File: src/rtl/lmw_pkg.sv
package lmw_pkg;
  typedef enum logic [2:0] {
    S_IDLE  = 3'd0,
    S_REQ   = 3'd1,
    S_WAIT  = 3'd2,
    S_WRITE = 3'd3,
    S_DONE  = 3'd4
  } lmw_state_e;
endpackage

File: src/rtl/lmw_ctrl.sv
module lmw_ctrl
  import lmw_pkg::*;
(
  input  logic       clk,
  input  logic       rst_n,
  input  logic       start_i,
  input  logic       req_ready_i,
  input  logic       rsp_valid_i,
  input  logic       last_i,
  output lmw_state_e state_o,
  output logic       load_o,
  output logic       capture_o,
  output logic       advance_o
);
  lmw_state_e st_q, st_d;

  always_comb begin
    st_d = st_q;
    unique case (st_q)
      S_IDLE:  if (start_i) st_d = S_REQ;
      S_REQ:   if (req_ready_i) st_d = S_WAIT;
      S_WAIT:  if (rsp_valid_i) st_d = S_WRITE;
      S_WRITE: st_d = last_i ? S_DONE : S_REQ;
      S_DONE:  st_d = S_IDLE;
      default: st_d = S_IDLE;
    endcase
  end

  always_ff @(posedge clk) begin
    if (!rst_n) st_q <= S_IDLE;
    else        st_q <= st_d;
  end

  assign state_o   = st_q;
  assign load_o    = (st_q == S_IDLE) && start_i;
  assign capture_o = (st_q == S_WAIT) && rsp_valid_i;
  assign advance_o = (st_q == S_WRITE) && !last_i;

  // the completion state is left after one cycle
  p_done_leaves_r8: assert property (@(posedge clk) disable iff (!rst_n)
    (st_q == S_DONE) |=> (st_q == S_IDLE));
endmodule

File: src/rtl/lmw_step.sv
module lmw_step #(
  parameter int AW   = 64,
  parameter int NREG = 32,
  parameter int STEP = 4,
  localparam int RIW = $clog2(NREG)
) (
  input  logic           clk,
  input  logic           rst_n,
  input  logic           load_i,
  input  logic           advance_i,
  input  logic [RIW-1:0] start_reg_i,
  input  logic [AW-1:0]  start_addr_i,
  output logic [RIW-1:0] idx_o,
  output logic [AW-1:0]  addr_o,
  output logic           last_o
);
  localparam logic [RIW-1:0] LAST_IDX = RIW'(NREG - 1);
  localparam logic [AW-1:0]  ADDR_INC = AW'(STEP);

  logic [RIW-1:0] idx_q;
  logic [AW-1:0]  addr_q;

  always_ff @(posedge clk) begin
    if (!rst_n) begin
      idx_q  <= '0;
      addr_q <= '0;
    end else if (load_i) begin
      idx_q  <= start_reg_i;
      addr_q <= start_addr_i;
    end else if (advance_i) begin
      idx_q  <= idx_q + 1'b1;
      addr_q <= addr_q + ADDR_INC;
    end
  end

  assign idx_o  = idx_q;
  assign addr_o = addr_q;
  assign last_o = (idx_q == LAST_IDX);

  // the controller never steps past the final register
  p_no_wrap_r3: assert property (@(posedge clk) disable iff (!rst_n)
    advance_i |-> !last_o);
endmodule

File: src/rtl/lmw_zext.sv
module lmw_zext #(
  parameter int WW   = 32,
  parameter int XLEN = 64
) (
  input  logic            clk,
  input  logic            rst_n,
  input  logic            capture_i,
  input  logic [WW-1:0]   word_i,
  output logic [XLEN-1:0] data_o
);
  logic [WW-1:0] word_q;

  always_ff @(posedge clk) begin
    if (!rst_n)         word_q <= '0;
    else if (capture_i) word_q <= word_i;
  end

  generate
    if (XLEN > WW) begin : g_pad
      assign data_o = {{(XLEN-WW){1'b0}}, word_q};
    end else begin : g_flat
      assign data_o = word_q[XLEN-1:0];
    end
  endgenerate
endmodule

File: src/rtl/lmw_seq.sv
module lmw_seq
  import lmw_pkg::*;
#(
  parameter int AW   = 64,
  parameter int XLEN = 64,
  parameter int WW   = 32,
  parameter int NREG = 32,
  localparam int RIW = $clog2(NREG),
  localparam int STEP = WW / 8
) (
  input  logic            clk,
  input  logic            rst_n,
  input  logic            start_i,
  input  logic [RIW-1:0]  start_reg_i,
  input  logic [AW-1:0]   start_addr_i,
  output logic            busy_o,
  output logic            done_o,
  output logic            rd_req_valid_o,
  input  logic            rd_req_ready_i,
  output logic [AW-1:0]   rd_req_addr_o,
  input  logic            rd_rsp_valid_i,
  output logic            rd_rsp_ready_o,
  input  logic [WW-1:0]   rd_rsp_data_i,
  output logic            gpr_we_o,
  output logic [RIW-1:0]  gpr_waddr_o,
  output logic [XLEN-1:0] gpr_wdata_o
);
  lmw_state_e     state;
  logic           load, capture, advance, last;
  logic [RIW-1:0] idx;
  logic [AW-1:0]  addr;

  lmw_ctrl u_ctrl (
    .clk(clk), .rst_n(rst_n), .start_i(start_i),
    .req_ready_i(rd_req_ready_i), .rsp_valid_i(rd_rsp_valid_i),
    .last_i(last), .state_o(state), .load_o(load),
    .capture_o(capture), .advance_o(advance)
  );

  lmw_step #(.AW(AW), .NREG(NREG), .STEP(STEP)) u_step (
    .clk(clk), .rst_n(rst_n), .load_i(load), .advance_i(advance),
    .start_reg_i(start_reg_i), .start_addr_i(start_addr_i),
    .idx_o(idx), .addr_o(addr), .last_o(last)
  );

  lmw_zext #(.WW(WW), .XLEN(XLEN)) u_zext (
    .clk(clk), .rst_n(rst_n), .capture_i(capture),
    .word_i(rd_rsp_data_i), .data_o(gpr_wdata_o)
  );

  assign busy_o         = (state != S_IDLE);
  assign done_o         = (state == S_DONE);
  assign rd_req_valid_o = (state == S_REQ);
  assign rd_req_addr_o  = addr;
  assign rd_rsp_ready_o = (state == S_WAIT);
  assign gpr_we_o       = (state == S_WRITE);
  assign gpr_waddr_o    = idx;

  // request held with a stable address until accepted
  p_req_hold_r6: assert property (@(posedge clk) disable iff (!rst_n)
    (rd_req_valid_o && !rd_req_ready_i) |=> (rd_req_valid_o && $stable(rd_req_addr_o)));
  // no new request while a response is awaited
  p_one_outstanding_r6: assert property (@(posedge clk) disable iff (!rst_n)
    rd_rsp_ready_o |-> !rd_req_valid_o);
  // write follows an accepted response
  p_write_after_rsp_r9: assert property (@(posedge clk) disable iff (!rst_n)
    (rd_rsp_valid_i && rd_rsp_ready_o) |=> gpr_we_o);
  // written word equals the accepted response word
  p_zext_r4: assert property (@(posedge clk) disable iff (!rst_n)
    (rd_rsp_valid_i && rd_rsp_ready_o) |=> (gpr_wdata_o == {{(XLEN-WW){1'b0}}, $past(rd_rsp_data_i)}));
  // done follows the write of the last register
  p_done_after_last_r5: assert property (@(posedge clk) disable iff (!rst_n)
    (gpr_we_o && gpr_waddr_o == RIW'(NREG-1)) |=> done_o);
  // done is a single-cycle pulse ending the busy period
  p_done_pulse_r8: assert property (@(posedge clk) disable iff (!rst_n)
    done_o |=> (!done_o && !busy_o));
endmodule

File: config.mk
export PLATFORM = sky130hd
export DESIGN_NAME = lmw_seq
export DESIGN_NICKNAME = d
export VERILOG_FILES = /design/src/rtl/lmw_pkg.sv /design/src/rtl/lmw_ctrl.sv /design/src/rtl/lmw_step.sv /design/src/rtl/lmw_zext.sv /design/src/rtl/lmw_seq.sv
export SDC_FILE = /design/constraint.sdc
export NUM_CORES = 1
export LEC_CHECK = 0
export BUFFER_PORTS_ARGS = -buffer_cell sky130_fd_sc_hd__buf_2
export CORE_ASPECT_RATIO = 1.5
export CORE_MARGIN = 3
export CORE_UTILIZATION = 49
export DETAILED_ROUTE_END_ITERATION = 6
export GPL_TIMING_DRIVEN = 0
export PLACE_DENSITY = 0.92
export SETUP_SLACK_MARGIN = 0.02
export SYNTH_ARGS = -nofsm -noshare
export SYNTH_HDL_FRONTEND = slang
export SYNTH_SLANG_ARGS = --single-unit
File: constraint.sdc
create_clock -name clk -period 3.1 [get_ports clk]
set_input_delay 0.465 -clock clk [delete_from_list [all_inputs] [get_ports clk]]
set_output_delay 0.465 -clock clk [all_outputs]
set_load 0.1 [all_outputs]
==> Word-level counts from Yosys, hierarchy flattened <==
Cells that the tools add are included.
{ "totals": {"reg_bits": 104, "inputBits": 106, "word_cells": 31} }
{ "op_classes": {"n_addsub": 2, "eq_ne": 8, "muxes": 9, "n_reduce_logical": 8} }
{ "op_table": {"columns": ["cell", "count"], "rows": [
  ["$mux 64", 2],
  ["$add 64x3->64 const B", 1],
  ["$mux 3", 4],
  ["$pmux 3 s4", 1],
  ["$mux 5", 2],
  ["$eq 3x2->1 const B", 2],
  ["$add 5x1->5 const B", 1],
  ["$eq 5x5->1 const B", 1],
  ["$ne 2x2->1 const B", 2],
  ["$eq 3x1->1 const B", 1],
  ["$eq 3x3->1 const B", 1],
  ["$logic_and 1x1->1", 3],
  ["$logic_not 3->1", 1],
  ["$reduce_and 3->1", 1],
  ["$reduce_bool 3->1", 1],
  ["$ne 2x1->1 const B", 1],
  ["$reduce_bool 2->1", 1],
  ["$logic_not 1->1", 1]
]} }

==> Longest topological paths before layout <==
Gate-level depths: netlist of run 1.
{ "depth": {"depth_word": 5, "depth_mapped": 10, "ltp_nobuf": 8} }

==> By module <==
From an unflattened synthesis of run 1, not the netlist that was laid out.
{ "hier_totals": {"hier_cells": 619, "area_unflattened_um2": 5426.5} }
{ "modules_own_cells": {"columns": ["module", "instances", "cells_each", "area_per_inst_um2", "seq_area_each_um2"], "rows": [
  ["lmw_step", 1, 461, 3747.3, 1381.3],
  ["lmw_zext", 1, 136, 1487.7, 640.6],
  ["lmw_ctrl", 1, 17, 152.6, 60.1],
  ["lmw_seq", 1, 5, 38.8, 0.0]
]} }

==> Worst setup path after synthesis of run 1 <==
OpenSTA, ideal clock, no wires.
{ "synth_timing": {"path_kind": "register to output", "from": "register u_ctrl.st_q[0], in the netlist u_ctrl.state_o[0]", "to": "output rd_req_valid_o", "arrival_time_ps": 2785, "path_slack_ps": -150, "path_stages_with_launch": 3, "n_path_buf": 1, "cell_sequence": "dfxtp_1 > clkbuf_1 > nor3b_1"} }
{ "synth_via": {"elab_chain_len": 1} }
{ "synth_lines": {"columns": ["item", "line", "rtl"], "rows": [
  ["from (decl)", "lmw_ctrl.sv:15", "lmw_state_e st_q, st_d;"],
  ["from (signal assigned)", "lmw_ctrl.sv:31", "else st_q <= st_d;"],
  ["$eq 3x1->1", "lmw_seq.sv:53", "assign rd_req_valid_o = (state == S_REQ);"],
  ["to (decl)", "lmw_seq.sv:18", "output logic rd_req_valid_o,"]
]} }
No other way between the ends.

==> Final worst setup path of run 1 <==
{ "layout_timing": {"from": "register u_step.addr_q[14], in the netlist u_step.addr_o[14]", "to": "register u_step.addr_q[59], in the netlist u_step.addr_o[59]"} }
{ "layout_via": {"elab_chain_len": 3} }
{ "layout_lines": {"columns": ["item", "line", "rtl"], "rows": [
  ["from (decl)", "lmw_step.sv:21", "logic [AW-1:0] addr_q;"],
  ["from (signal assigned)", "lmw_step.sv:29", "addr_q <= start_addr_i;"],
  ["from (signal assigned)", "lmw_step.sv:32", "addr_q <= addr_q + ADDR_INC;"],
  ["$add 64x3->64", "lmw_step.sv:32", null],
  ["$mux 64", "lmw_step.sv:30", "end else if (advance_i) begin"],
  ["$mux 64", "lmw_step.sv:27", "end else if (load_i) begin"]
]} }
No other way between the ends. The select of a mux whose other input is x is not followed.
A chain may end at the register's enable or synchronous reset.

==> results of run 1 <==
==> layout make-up <==
| class | instances | area, µm² |
|---|---|---|
| repair buffers | 214 | 1079 |
| well taps | 150 | 187.7 |
| multi-input cells | 596 | 3401 |
| clock inverters | 7 | 72.57 |
| plain buffers | 77 | 414.1 |
| flip-flops and latches | 104 | 2085 |
| inverters | 11 | 41.29 |
| fillers | 1028 | 4026 |
| clock buffers | 9 | 225.2 |
==> per-stage QoR <==
step	power [µW]	hold slack (ns)	area, µm²
3_5_place_dp	3035	0.4448	7176
6_report	4194	0.3317	7505
5_1_grt	4295	0.3393	7505
2_1_floorplan	2724	0.6010	5932
3_3_place_gp	3021	0.4386	7176
4_1_cts	4159	0.3324	7480
==> power by group through the flow <==
| stage | Sequential, µW | Clock, µW | Combinational [µW] |
|---|---|---|---|
| detailed placement | 1600 | 0 | 1440 |
| finish | 1580 | 1160 | 1450 |
| floorplan | 2220 | 0 | 505 |
| global route | 1590 | 1200 | 1500 |
| global placement | 1590 | 0 | 1430 |
| CTS | 1570 | 1150 | 1440 |
==> worst min path at each step <==
stage | from | end | depth (start not counted)
6_report | start_addr_i[3] | u_step.addr_o[3] | 3
5_1_grt | start_addr_i[3] | u_step.addr_o[3] | 3
4_1_cts | start_addr_i[3] | u_step.addr_o[3] | 3
3_5_place_dp | u_zext.word_q[14] | u_zext.word_q[14] | 2
3_3_place_gp | u_zext.word_q[4] | u_zext.word_q[4] | 2
2_1_floorplan | start_addr_i[28] | u_step.addr_o[28] | 2
==> Yosys cell counts, types with 3 or more instances <==
cell,n,area share
inv_1,11,0.0071
clkbuf_1,42,0.027
mux2_2,3,0.0058
and4bb_2,3,0.0065
o31a_1,4,0.0060
nand3_1,35,0.030
ha_1,3,0.0065
nand4b_1,6,0.0091
a31o_2,4,0.0060
xor2_1,6,0.0091
nor2_1,30,0.019
o21a_1,7,0.0091
and4_1,6,0.0091
a211oi_1,11,0.014
and2_1,3,0.0032
o211a_1,3,0.0052
nor3_1,22,0.019
nand4_1,34,0.037
or4_1,14,0.018
o311ai_0,9,0.014
o22ai_1,3,0.0032
a21o_1,3,0.0039
xnor2_1,5,0.0075
or3_1,10,0.011
nand2_1,149,0.096
a31oi_1,20,0.022
dfxtp_1,104,0.36
o211ai_1,16,0.021
o21ai_0,13,0.011
a22o_1,6,0.0091
a32oi_1,3,0.0045
nor4_1,21,0.023
a22oi_1,5,0.0065
nor3b_1,3,0.0039
nand2b_1,3,0.0032
a21oi_1,63,0.054
nand3b_1,4,0.0052
buf_4,32,0.041
or4_4,3,0.0058
and3_1,9,0.0097
==> cell usage in the layout, fill, tap and decap left out, drive strengths merged, types with 4 or more instances in the layout <==
cell    count
a31o        4
a22o        6
o311ai      9
inv        15
nor2       30
nand3      36
nand4      35
clkbuf     52
o31a        4
or3        10
a22oi       5
nand2     149
o21a        7
nand4b      6
xor2        6
nand3b      4
nor4       21
xnor2       5
buf       248
and3       10
a211oi     11
or4        18
conb       32
and4        6
o21ai      13
nor3       23
a31oi      20
o211ai     16
dfxtp     104
a21oi      63
==> flip-flops by register name, indices dropped and copies added, names as in the netlist <==
signal,count
u_step.addr_o,64
u_zext.word_q,32
u_step.idx_o,5
u_ctrl.state_o,3
==> worst max-delay path: cells and delay by family (launching register included) <==
family | cells | cell delay (ns)
AO/OA/AOI/OAI | 1 | 0.16
flip-flops | 1 | 0.52
AND/OR/NAND/NOR | 4 | 2.30
==> kinds of logic after synthesis <==
group / after synthesis / synth area share
AOI/OAI and AO/OA: 181 / 0.2063
xor gates and xnor gates: 11 / 0.01660
adders and majority gates: 3 / 0.006469
buffers and inverters: 88 / 0.07805
DFF: 104 / 0.3588
muxes: 4 / 0.007546
other: 1 / 0.0006462
and+or+nand+nor: 365 / 0.3256
==> timing repair <==
item                                    in CTS  in global routing
setup buffers                                0                  3
resized for setup                            1                  3
endpoints found under the setup margin       1                  4
pin swaps                                    0                  1
==> metal layers <==
metal | global-route usage | vias up
met5 | 0 | -
met4 | 0.2312 | 0
met3 | 0.06977 | 145
met2 | 0.5398 | 551
met1 | 0.3891 | 3295
li1 | - | 3273
==> impl_metrics.env, run 1 <==
export IMPL_status="finished clean"
export IMPL_firstDrtPassIters=7
export IMPL_crit_path_end="u_step.addr_o[59]"
export IMPL_first_iter_violations=727
export IMPL_p_seq_frac=0.376
export IMPL_p_clk_frac=0.278
export IMPL_r2r_end="u_step.addr_o[59]"
export IMPL_path_clk_slew_ns=0.08
export IMPL_cts_sinks=104
export IMPL_die_y_um=139.3
export IMPL_dp_cells=1149
export IMPL_ys_types=60
export IMPL_drt_met1_wl_mm=7.924
export IMPL_synth_area_um2=5803
export IMPL_ys_ff_latch=104
export IMPL_port_buffers=211
export IMPL_period_needed_ns=3.061
export IMPL_rsz0062_at_grt="false"
export IMPL_worstRegToRegCells=5
export IMPL_syn_inst=757
export IMPL_drc=0
export IMPL_critical_path_required_ns=3.38
export IMPL_fin_setup_tns_ns=0
export IMPL_grt_pass1_wl_mm=34.78
export IMPL_layout_drive_gt1_share=0.2849
export IMPL_seq_area_frac_synth=0.3588
export IMPL_finalNonFillerCells=1168
export IMPL_grtUsageTotal=0.3349
export IMPL_max_slew_margin_rel=0.2337
export IMPL_r2r_start="u_step.addr_o[14]"
export IMPL_p_sw_frac=0.4576
export IMPL_slowest_stage="nor4_1"
export IMPL_antenna_found_initial=0
export IMPL_final_util=0.6508
export IMPL_cts_tree="yes"
export IMPL_path_class="register to register"
export IMPL_vdd_drop_max_uv=362.7
export IMPL_grt_pass1_vias=6789
export IMPL_fin_crit_sh=0.9874
export IMPL_die_area_um2=13210
export IMPL_syn_to_final_growth_pct=29.32
export IMPL_regToRegSetupSlack_ns=0.04
export IMPL_synth_edf_count=0
export IMPL_worst_path_most_repeated_cell="nand4_1"
export IMPL_vias_per_cell=6.219
export IMPL_drv_cap=0
export IMPL_nNetsFinal=1122
export IMPL_p_comb_frac=0.347
export IMPL_worst_setup_path_end_kind="register"
export IMPL_power_leakage_uw=0.003065
export IMPL_slew_violations=0
export IMPL_cts_max_path_buffers=2
export IMPL_drt_wl_total_mm=22.80
export IMPL_diodes=0
export IMPL_fp_dieW_um=94.86
export IMPL_fmax_ghz=0.3267
export IMPL_wl_met2_mm=10.63
export IMPL_routabilityCongestion=1.010
export IMPL_ios=244
export IMPL_num_vias=7264
export IMPL_row_count=48
export IMPL_overflow=0
export IMPL_startpoint="u_step.addr_o[14]"
export IMPL_p_int_uw=2275
export IMPL_clockRootBuffer="clkbuf_16"
export IMPL_syn_area_per_cell_um2=7.666
export IMPL_wl_per_cell_um=19.52
export IMPL_timing_final_hold_violations=0
export IMPL_dp_hpwl_mm=17.03
export IMPL_synth_warnings=0
export IMPL_preCtsSetupSlack_ns=0.02867
export IMPL_synth_flop_cell="dfxtp_1"
export IMPL_p_switching_uw=1919
export IMPL_path_max_fanout=7
export IMPL_slowest_delay_ns=1.05
export IMPL_crit_arrival_ns=3.34
export IMPL_hp_class="primary input to register"
export IMPL_numCtsBuffers=9
export IMPL_routed_wl_met3_mm=2.614
export IMPL_crit_chain="nand4_1, nor4_1, nand4_1, or4_1, a31oi_1"
export IMPL_worst_slew_pin_slew_ns=1.139
export IMPL_finClkSkew_ns=0.008185
export IMPL_fin_ws_ns=0.03899
export IMPL_routed_top_layer="met4"
export IMPL_start_kind="register"
export IMPL_setup_viol=0
export IMPL_core_area_um2=11530
export IMPL_htree_levels=3
export IMPL_grt_max_degree=21
export IMPL_synthArstFlopShare=0
export IMPL_initial_utilization=0.5033
export IMPL_clock_latency_ns=0.36
export IMPL_power_density_nw_per_um2=558.8
export IMPL_hold_buffers=0
export IMPL_ant_nets=0
Note: power is estimated with default switching activity, not from simulation.
==> run 2, diff against run 1 <==
MAX_ROUTING_LAYER = met4   (was unset)
==> impl_metrics.env, run 2 (synthesized netlist as in run 1, its figures left out) <==
export IMPL_path_clk_slew_ns=0.08
export IMPL_cts_max_path_buffers=2
export IMPL_drt_wl_total_mm=22.81
export IMPL_num_vias=7230
export IMPL_holdPathStages=3
export IMPL_power_leakage_uw=0.003066
export IMPL_row_count=48
export IMPL_nNetsFinal=1121
export IMPL_cts_tree="yes"
export IMPL_startpoint="u_step.idx_o[0]"
export IMPL_status="finished clean"
export IMPL_rsz0062_at_grt="false"
export IMPL_place_area_um2=7176
export IMPL_hold_end="u_step.idx_o[1]"
export IMPL_grtUsageTotal=0.3441
export IMPL_dp_hpwl_mm=17.10
export IMPL_ant_nets=0
export IMPL_regToRegSetupSlack_ns=0.10
export IMPL_max_slew_margin_rel=0.3884
export IMPL_fp_dieW_um=94.86
export IMPL_slowest_stage="or3_1"
export IMPL_routabilityCongestion=1.007
export IMPL_worstRegToRegCells=10
export IMPL_vias_per_cell=6.185
export IMPL_grt_pass1_vias=6654
export IMPL_numCtsBuffers=9
export IMPL_path_class="register to register"
export IMPL_finClkSkew_ns=0.007049
export IMPL_crit_chain="ha_1, and3_1, ha_1, nand4bb_1, clkbuf_1, nor3_4, buf_4, nand4_1, or3_1, a31oi_1"
export IMPL_final_cell_mix="buf_2 (213), nand2_1 (149), dfxtp_1 (102)"
export IMPL_initial_utilization=0.5033
export IMPL_period_needed_ns=2.999
export IMPL_ios=244
export IMPL_vdd_drop_max_uv=401.0
export IMPL_preCtsSetupSlack_ns=-0.01665
export IMPL_worst_path_most_repeated_cell="ha_1"
export IMPL_slew_violations=0
export IMPL_path_max_fanout=10
export IMPL_setup_viol=0
export IMPL_grt_pass1_wl_mm=34.47
export IMPL_firstDrtPassIters=7
export IMPL_overflow=0
export IMPL_cts_sinks=104
export IMPL_power_density_nw_per_um2=561.3
export IMPL_first_iter_violations=684
export IMPL_fin_ws_ns=0.1008
export IMPL_critPathTopFamily="simple AND/OR/NAND/NOR gates"
export IMPL_fmax_ghz=0.3334
export IMPL_hold_slack_ns=0.3309
export IMPL_fin_crit_sh=0.9675
export IMPL_clockRootBuffer="clkbuf_16"
export IMPL_hp_class="primary input to register"
export IMPL_grt_max_degree=22
export IMPL_core_area_um2=11530
export IMPL_timing_final_hold_violations=0
export IMPL_die_area_um2=13210
export IMPL_worst_setup_path_end_kind="register"
export IMPL_drc=0
export IMPL_stdcell_area_um2=7506
export IMPL_antenna_found_initial=2
export IMPL_layout_drive_gt1_share=0.2842
export IMPL_critical_path_required_ns=3.39
export IMPL_die_y_um=139.3
export IMPL_start_kind="register"
export IMPL_r2r_end="u_step.addr_o[49]"
export IMPL_r2r_start="u_step.idx_o[0]"
export IMPL_drv_cap=0
export IMPL_final_common_cell="buf_2"
export IMPL_largest_reg_flops=64
export IMPL_wl_per_cell_um=19.51
export IMPL_clock_latency_ns=0.36
export IMPL_hold_start="start_reg_i[1]"
export IMPL_syn_to_final_growth_pct=29.34
export IMPL_port_buffers=211
export IMPL_crit_arrival_ns=3.29
export IMPL_slowest_delay_ns=0.43
export IMPL_path_buf_inv=2
export IMPL_htree_levels=3
export IMPL_worst_slew_pin_slew_ns=0.9091
==> run 2: where the power goes <==
group	total (µW)	internal, µW	switching [µW]
sequential	1580	1430	147
clock	1180	579	601
combinational	1460	273	1180
==> run 2: routing by layer <==
metal  part of all wire  vias up  global-route usage
li1                   -     3281                   -
met1               0.36     3307              0.3986
met2               0.47      525              0.5387
met3               0.11      117             0.07409
met4              0.064        0              0.2038
met5                  0        -                   -
==> run 2: worst reg2reg max path: cells and delay by family (launching register included) <==
kind / cells / cell delay [ns]
AOI/OAI and AO/OA: 1 / 0.16
adders and majority gates: 2 / 0.44
buffers and inverters: 2 / 0.56
DFF: 1 / 0.36
and+or+nand+nor: 5 / 1.41
==> run 2: area by class of cell <==
class	instances	area, µm²
clock buffer	9	225.2
fill	1050	4025
multi-input combinational	596	3401
clock inverter	7	76.32
tap	150	187.7
inverter	11	41.29
buffer	77	414.1
timing repair buffer	213	1071
antenna	2	5.005
sequential	104	2085
==> run 2: worst max path at each step <==
| stage | cells after the start | endpoint | slack (ns) |
|---|---|---|---|
| final | 10 | u_step.addr_o[49] | 0.10 |
| after global placement | 9 | u_step.addr_o[21] | 0.07 |
| after CTS | 9 | u_step.addr_o[21] | 0.1 |
| after global routing | 9 | u_step.addr_o[35] | 0.03 |
| after detailed placement | 9 | u_step.addr_o[21] | -0.02 |
| after floorplan | 9 | u_step.addr_o[21] | 0.10 |
==> run 2: timing repair <==
item,in CTS,in global routing
hold buffers,0,0
setup buffers,0,2
pin swaps,0,1
resized for setup,1,4
setup endpoints to repair,5,15
==> run 2: stage by stage <==
stage | utilization | total power [µW] | std cells | TNS (ns)
final | 0.6509 | 4213 | 1169 | 0
after CTS | 0.6490 | 4188 | 1165 | 0
after floorplan | - | 2724 | 788 | 0
after global routing | 0.6509 | 4329 | 1169 | 0
after detailed placement | 0.6223 | 3037 | 1149 | -0.02888
after global placement | 0.6223 | 3022 | 1149 | 0
